<file path="config.mk">
export PLATFORM = sky130hd
export DESIGN_NAME = bstuff_encoder
export DESIGN_NICKNAME = d
export VERILOG_FILES = /design/src/rtl/bstuff_pkg.sv /design/src/rtl/bstuff_classify.sv /design/src/rtl/bstuff_pick.sv /design/src/rtl/bstuff_encoder.sv
export SDC_FILE = /design/constraint.sdc
export NUM_CORES = 1
export LEC_CHECK = 0
export BUFFER_PORTS_ARGS = -buffer_cell sky130_fd_sc_hd__buf_2
export CAP_MARGIN = 20
export CORE_MARGIN = 2
export CORE_UTILIZATION = 52
export DETAILED_ROUTE_END_ITERATION = 10
export PLACE_DENSITY = 0.77
export SLEW_MARGIN = 20
export SYNTH_ARGS = -nofsm -noshare
export SYNTH_HDL_FRONTEND = slang
export SYNTH_SLANG_ARGS = --single-unit
</file>
<file path="constraint.sdc">
create_clock -name clk -period 3 [get_ports clk]
set_clock_uncertainty 0.2 [all_clocks]
set_input_delay 0.3 -clock clk [delete_from_list [all_inputs] [get_ports clk]]
set_output_delay 0.3 -clock clk [all_outputs]
set_load 0.01 [all_outputs]
</file>
<file path="src/rtl/bstuff_pkg.sv">
package bstuff_pkg;
    localparam int BYTE_W = 8;

    typedef struct packed {
        logic              out_valid;
        logic [BYTE_W-1:0] out_data;
        logic              need_sof;
        logic [1:0]        body_cnt;
        logic [BYTE_W-1:0] body_byte;
        logic              need_eof;
    } enc_state_t;
endpackage

</file>
<file path="src/rtl/bstuff_classify.sv">
module bstuff_classify #(
    parameter int          W    = 8,
    parameter logic [W-1:0] FLAG = 8'h7E,
    parameter logic [W-1:0] ESC  = 8'h7D,
    parameter logic [W-1:0] FLIP = 8'h20
) (
    input  logic [W-1:0] byte_i,
    input  logic         empty_i,
    output logic [1:0]   cnt_o,
    output logic [W-1:0] byte_o
);
    always_comb begin
        cnt_o  = 2'd1;
        byte_o = byte_i;
        if (empty_i) begin
            cnt_o = 2'd0;
        end else if (byte_i == FLAG || byte_i == ESC) begin
            cnt_o  = 2'd2;
            byte_o = byte_i ^ FLIP;
        end
    end
endmodule

</file>
<file path="src/rtl/bstuff_pick.sv">
module bstuff_pick #(
    parameter int          W    = 8,
    parameter logic [W-1:0] FLAG = 8'h7E,
    parameter logic [W-1:0] ESC  = 8'h7D
) (
    input  logic         sof_i,
    input  logic [1:0]   cnt_i,
    input  logic [W-1:0] byte_i,
    input  logic         eof_i,
    output logic         has_o,
    output logic [W-1:0] item_o,
    output logic         sof_o,
    output logic [1:0]   cnt_o,
    output logic         eof_o
);
    always_comb begin
        has_o  = 1'b1;
        item_o = FLAG;
        sof_o  = sof_i;
        cnt_o  = cnt_i;
        eof_o  = eof_i;
        if (sof_i) begin
            sof_o = 1'b0;
        end else if (cnt_i == 2'd2) begin
            item_o = ESC;
            cnt_o  = 2'd1;
        end else if (cnt_i == 2'd1) begin
            item_o = byte_i;
            cnt_o  = 2'd0;
        end else if (eof_i) begin
            eof_o = 1'b0;
        end else begin
            has_o = 1'b0;
        end
    end
endmodule

</file>
<file path="src/rtl/bstuff_encoder.sv">
module bstuff_encoder
    import bstuff_pkg::*;
#(
    parameter logic [BYTE_W-1:0] FLAG = 8'h7E,
    parameter logic [BYTE_W-1:0] ESC  = 8'h7D,
    parameter logic [BYTE_W-1:0] FLIP = 8'h20
) (
    input  logic              clk,
    input  logic              rst_n,
    input  logic              in_valid,
    output logic              in_ready,
    input  logic [BYTE_W-1:0] in_data,
    input  logic              in_sof,
    input  logic              in_eof,
    input  logic              in_empty,
    output logic              out_valid,
    input  logic              out_ready,
    output logic [BYTE_W-1:0] out_data
);
    enc_state_t st_q, st_d;

    logic [1:0]        cls_cnt;
    logic [BYTE_W-1:0] cls_byte;
    logic              pk_has, pk_sof, pk_eof;
    logic [1:0]        pk_cnt;
    logic [BYTE_W-1:0] pk_item;
    logic [2:0]        pend_cnt;
    logic              out_free;

    bstuff_classify #(.W(BYTE_W), .FLAG(FLAG), .ESC(ESC), .FLIP(FLIP)) u_cls (
        .byte_i (in_data),
        .empty_i(in_empty),
        .cnt_o  (cls_cnt),
        .byte_o (cls_byte)
    );

    bstuff_pick #(.W(BYTE_W), .FLAG(FLAG), .ESC(ESC)) u_pick (
        .sof_i (st_q.need_sof),
        .cnt_i (st_q.body_cnt),
        .byte_i(st_q.body_byte),
        .eof_i (st_q.need_eof),
        .has_o (pk_has),
        .item_o(pk_item),
        .sof_o (pk_sof),
        .cnt_o (pk_cnt),
        .eof_o (pk_eof)
    );

    assign pend_cnt  = {2'b00, st_q.need_sof} + {1'b0, st_q.body_cnt} + {2'b00, st_q.need_eof};
    assign out_free  = !st_q.out_valid || out_ready;
    assign in_ready  = (pend_cnt == 3'd0) || (out_free && pend_cnt == 3'd1);
    assign out_valid = st_q.out_valid;
    assign out_data  = st_q.out_data;

    always_comb begin
        st_d = st_q;
        if (out_free) begin
            st_d.out_valid = pk_has;
            if (pk_has) begin
                st_d.out_data = pk_item;
            end
            st_d.need_sof = pk_sof;
            st_d.body_cnt = pk_cnt;
            st_d.need_eof = pk_eof;
        end
        if (in_valid && in_ready) begin
            st_d.need_sof  = in_sof;
            st_d.body_cnt  = cls_cnt;
            st_d.body_byte = cls_byte;
            st_d.need_eof  = in_eof;
        end
    end

    always_ff @(posedge clk) begin
        if (!rst_n) begin
            st_q <= '0;
        end else begin
            st_q <= st_d;
        end
    end
endmodule

</file>
=== Word level (Yosys, flattened, before mapping) ===
Index checks and enable logic that the tools add are counted.

* Logic and storage cells: 49
* Bits in registers: 21
* Bits in writable memories: 0
* Memories: 0
* Input bits: 15
* Bits in read-only memories: 0
* Latch bits: 0

* Mux-type cells: 20
* Bitwise gates (word level): 1
* Add/sub/neg operators: 2
* Equality and inequality tests: 8
* Reductions and logical operators: 12
* Order comparisons: 0
* Shift-type cells: 0
* $mul: 0
* Divide/modulo/power cells: 0

{| class="wikitable"
|+ Operators with widths
! operator !! count
|-
| 2-to-1 mux 8 bit || 3
|-
| equality test 8 x 7 -> 1 bit, second input constant || 2
|-
| 2-to-1 mux 12 bit || 1
|-
| 2-to-1 mux 6 bit || 2
|-
| 2-to-1 mux 2 bit || 5
|-
| 2-to-1 mux 1 bit || 8
|-
| != test 2 bit, second input constant || 2
|-
| AND reduction 4 bit || 1
|-
| adder 1 x 2 -> 3 bit || 1
|-
| adder 3 x 1 -> 3 bit || 1
|-
| equality test 3 x 1 -> 1 bit, second input constant || 1
|-
| zero test 3 bit || 1
|-
| logical OR 1 bit || 3
|-
| 2-to-1 mux 3 bit || 1
|-
| AND reduction 3 bit || 1
|-
| nonzero test 3 bit || 1
|-
| equality test 2 x 1 -> 1 bit, second input constant || 1
|-
| equality test 2 bit, second input constant || 1
|-
| logical AND 1 bit || 2
|-
| != test 2 x 1 -> 1 bit, second input constant || 1
|-
| AND reduction 2 bit || 1
|-
| nonzero test 2 bit || 1
|-
| zero test 1 bit || 1
|-
| NOT 1 bit || 1
|}

=== Depth between registers and ports, before layout ===
* Depth in word-level cells: 8
* Depth in mapped cells: 7
* Mapped depth without buffers: 6

=== Hierarchy ===
Synthesis repeated with hierarchy kept, for this count alone.

* Cell total of the unflattened synthesis: 149
* Area, all modules: 1252.5 µm²

{| class="wikitable"
|+ Modules (own cells, without submodules)
! module !! sequential area each (µm²) !! instances !! cells each !! area each (µm²)
|-
| bstuff_encoder || 420.4 || 1 || 114 || 994.7
|-
| bstuff_pick || 0.0 || 1 || 20 || 142.6
|-
| bstuff_classify || 0.0 || 1 || 15 || 115.1
|}

=== Worst setup path after synthesis ===
OpenSTA, ideal clock, no wires.

* Path kind: register to register
* Start: register st_q[9] (netlist name)
* End: register st_q[9] (netlist name)
* Buffers on the path: 0
* Data required time: 2731 ps
* Cell stages (with the launch flop): 7
* Data arrival time: 1863 ps
* Period minus slack after synthesis: 2131 ps
* Library setup time: 69 ps
* Path slack: 869 ps
* Cells stage by stage: dfxtp_1 > fa_1 > ha_1 > nor2_2 > o211ai_4 > or4b_1 > o21ai_1

* Longest elaborated chain between the ends: 8
* Elaborated cells between the ends (all ways): 17
* Classes of those cells: add/sub: 2; eq/ne: 4; mux: 4; reduce/logical: 7

{| class="wikitable"
|+ RTL lines
! what !! RTL line !! source
|-
| start, declared || bstuff_encoder.sv:20 || <nowiki>enc_state_t st_q, st_d;</nowiki>
|-
| start signal, assigned || bstuff_encoder.sv:78 || <nowiki>st_q <= st_d;</nowiki>
|-
| adder 1 x 2 -> 3 bit || bstuff_encoder.sv:49 || <nowiki>assign pend_cnt = {2'b00, st_q.need_sof} + {1'b0, st_q.body_cnt} + {2'b00, st_q.need_eof};</nowiki>
|-
| adder 3 x 1 -> 3 bit || bstuff_encoder.sv:49 ||
|-
| equality test 3 x 1 -> 1 bit || bstuff_encoder.sv:51 || <nowiki>assign in_ready = (pend_cnt == 3'd0) || (out_free && pend_cnt == 3'd1);</nowiki>
|-
| logical AND 1 bit || bstuff_encoder.sv:51 ||
|-
| logical OR 1 bit || bstuff_encoder.sv:51 ||
|-
| logical AND 1 bit || bstuff_encoder.sv:66 || <nowiki>if (in_valid && in_ready) begin</nowiki>
|-
| != test 2 x 1 -> 1 bit (no source line) (tied with other cells) || -- ||
|-
| AND reduction 3 bit (no source line) || -- ||
|}

Parallel ways exist; a longest one is shown, timed or not. The select of a mux whose other input is x is not followed.
A chain may end at the register's enable or synchronous reset.

=== Worst setup path after layout ===
* Start: register st_q[9] (netlist name)
* End: output port in_ready

* Longest elaborated chain between the ends: 5
* Elaborated cells between the ends (all ways): 6
* Classes of those cells: add/sub: 2; eq/ne: 1; reduce/logical: 3

{| class="wikitable"
|+ RTL lines
! what !! RTL line !! source
|-
| adder 1 x 2 -> 3 bit * || bstuff_encoder.sv:49 ||
|-
| adder 3 x 1 -> 3 bit * || bstuff_encoder.sv:49 ||
|-
| equality test 3 x 1 -> 1 bit || bstuff_encoder.sv:51 ||
|-
| logical AND 1 bit || bstuff_encoder.sv:51 ||
|-
| logical OR 1 bit * || bstuff_encoder.sv:51 ||
|-
| end, declared || bstuff_encoder.sv:11 || <nowiki>output logic in_ready,</nowiki>
|}

Mark *: on every way between the ends. The rest lies on a longest branch, timed or not.

==> results.json <==
{
  "grt_pass1_wl_um": 3215,
  "power.total_uw": 559.3,
  "final_nets": 144,
  "crit_path_max_fanout": 6,
  "leakage_uw": 0.0005177,
  "clk_path_buf_depth": 2,
  "clk_pin_slew_ps": 120,
  "postCtsSetupBuffers": 0,
  "max_freq_ghz": 0.3905,
  "synth-edff-count": 0,
  "cts_root_buf": "clkbuf_4",
  "grt_use_total_pct": 16.15,
  "pin_count": 25,
  "grt_max_degree": 32,
  "die_y_um": 50.12,
  "start_kind": "flop",
  "overflow": 0,
  "drv_slew": 0,
  "ys_types": 36,
  "placed_area_um2": 1162,
  "worstPathArrival_ps": 2060,
  "drive_gt1_share_pct": 34.92,
  "power_density_nw_per_um2": 470.0,
  "start_util_pct": 55.81,
  "status": "finished clean",
  "cap_violations": 0,
  "core_um2": 1982,
  "hold_depth": 3,
  "clock-sinks": 21,
  "antenna_found_initial": 0,
  "postSynth.asyncResetShare_pct": 0,
  "setup_viol": 0,
  "critical-path-top-delay-family": "adder cells",
  "finalCritPeriodShare_pct": 85.35,
  "critPathMaxStageDelay_ps": 440,
  "die_w_um": 50.12,
  "cts_tree": "built",
  "first_pass_iters": 4,
  "finalHoldViolations": 0,
  "synthTopCellsByArea": "dfxtp_1, mux2i_1, nor2b_1",
  "end_kind": "output pin",
  "drc": 0,
  "dp.final_hpwl_um": 1389,
  "ys_seq_area_share_pct": 38.01,
  "numCtsBuffers": 3,
  "num_rows": 16,
  "worst_pin_slew_ps": 748.1,
  "synth_warnings": 0,
  "syn_area_um2": 1106,
  "crit_type": "reg -> out",
  "grt_pass1_vias": 751,
  "cp_slowest_cell": "fa_1",
  "cp.required_ps": 2500,
  "path_cells": "fa_1 -> ha_1 -> nor2_2 -> a21boi_0 -> buf_2",
  "worstSkewPairLatency_ps": 290,
  "vias": 784,
  "hold_path_class": "in -> reg",
  "postCtsHoldBufs": 0,
  "cp.depth": 5,
  "fill_cells": 179,
  "crit_buf_inv": 1,
  "synth_area_per_cell_um2": 9.965,
  "port_buffers": 24,
  "syn2layout_area_growth_pct": 7.579,
  "die_area_um2": 2512,
  "postLayoutCellArea_um2": 1190,
  "rsz0062_at_grt": "no",
  "synth_commonest_cells": "dfxtp_1, nor2b_1, mux2i_1",
  "synthesis.nets": 128,
  "r2r_cells": 6,
  "place_ws_ps": 682.3,
  "synthFlopType": "dfxtp_1",
  "synth-seq-cells": 21,
  "synth_top_area_cell": "dfxtp_1",
  "yosys.cell_count.top_type": "dfxtp_1",
  "avgRoutedWirePerCell_um": 11.88,
  "setup_slack_ps": 439.4,
  "drt_iter0_markers": 13,
  "ctsResizeCount": 0,
  "cts_max_level": 1,
  "synth_top_area_share_pct": 38.01,
  "ant_nets": 0,
  "diodes": 0,
  "max-slew-margin-rel_pct": 50.13,
  "synthCells": 111,
  "fin_hold_ws_ps": 43.36,
  "ir_drop_v": 0.0002751,
  "period_needed_ps": 2561,
  "via_per_inst": 5.124,
  "drt-total-wl_um": 1818,
  "gp_congestion": 0.8108,
  "fin_setup_tns_ps": 0
}
-- layout make-up --
| cell class | count | area [um2] | area share [%] |
|---|---|---|---|
| Clock buffer | 3 | 22.52 | 1.893 |
| Clock inverter | 1 | 5.005 | 0.4206 |
| Inverter | 2 | 7.507 | 0.6309 |
| Multi-Input combinational cell | 75 | 580.6 | 48.79 |
| Sequential cell | 21 | 420.4 | 35.33 |
| Tap cell | 27 | 33.78 | 2.839 |
| Timing Repair Buffer | 24 | 120.1 | 10.09 |
-- stage by stage --
stage	utilization, %	std cells
after floorplan	-	111
after global placement	58.65	149
after detailed placement	58.65	149
after CTS	60.04	153
after global routing	60.04	153
final	60.04	153
-- state kept, by name (all words and copies together) (netlist names) --
register	cells
st_q	12
out_data	8
out_valid	1
-- cell usage in the layout, fill, tap and decap left out, types with 2 or more instances in the layout --
master / n
nand3_1: 7
dfxtp_1: 21
o31ai_1: 2
a21oi_1: 2
nand2_1: 5
clkbuf_4: 3
o21ai_0: 6
o21ai_2: 7
buf_2: 24
nor2b_1: 11
nand3_2: 4
mux2i_1: 9
o21ai_1: 2
inv_1: 2
-- report_power, final --
part | internal (uW) | switching [uW] | leakage, uW
logic | 48.2 | 59.2 | 0.000327
clock network | 49.5 | 86.8 | 0.0000177
registers | 300 | 15.1 | 0.000173
-- kinds of logic after synthesis --
group / count (synthesis) / share of synthesized area [%]
compound gates: 26 / 19.12
flops: 21 / 38.01
mux: 9 / 8.145
fa+ha+maj: 2 / 2.941
xor+xnor: 2 / 1.584
simple gates: 36 / 20.70
buf+inv: 15 / 9.503
-- path summary, 6_finish.rpt --
kind / from / to / slack (ps)
max: st_q[9]$_SDFFE_PN0P_ / in_ready / 440
min: in_data[5] / st_q[6]$_SDFFE_PN0P_ / 40
max reg2reg: st_q[9]$_SDFFE_PN0P_ / st_q[9]$_SDFFE_PN0P_ / 650
min reg2reg: out_data[4]$_SDFFE_PN0P_ / out_data[4]$_SDFFE_PN0P_ / 260
-- routing by layer --
metal  GRT usage (%)  vias to the layer above  wire length (um)  share of wire [%]
met1           23.25                      347               940                 52
met4           2.778                        0                 0                  0
met3           2.727                        0                72                4.0
met2           25.44                       16               805                 44
met5               0                        -                 0                  0
li1                -                      421                 -                  -
-- worst min-delay path: cells and delay by family --
kind                   cells  cell delay, ps
AO/OA/AOI/OAI              1              50
buffers and inverters      1             100
AND/OR/NAND/NOR            1              50
No activity file was read; power rests on OpenSTA's default activity.
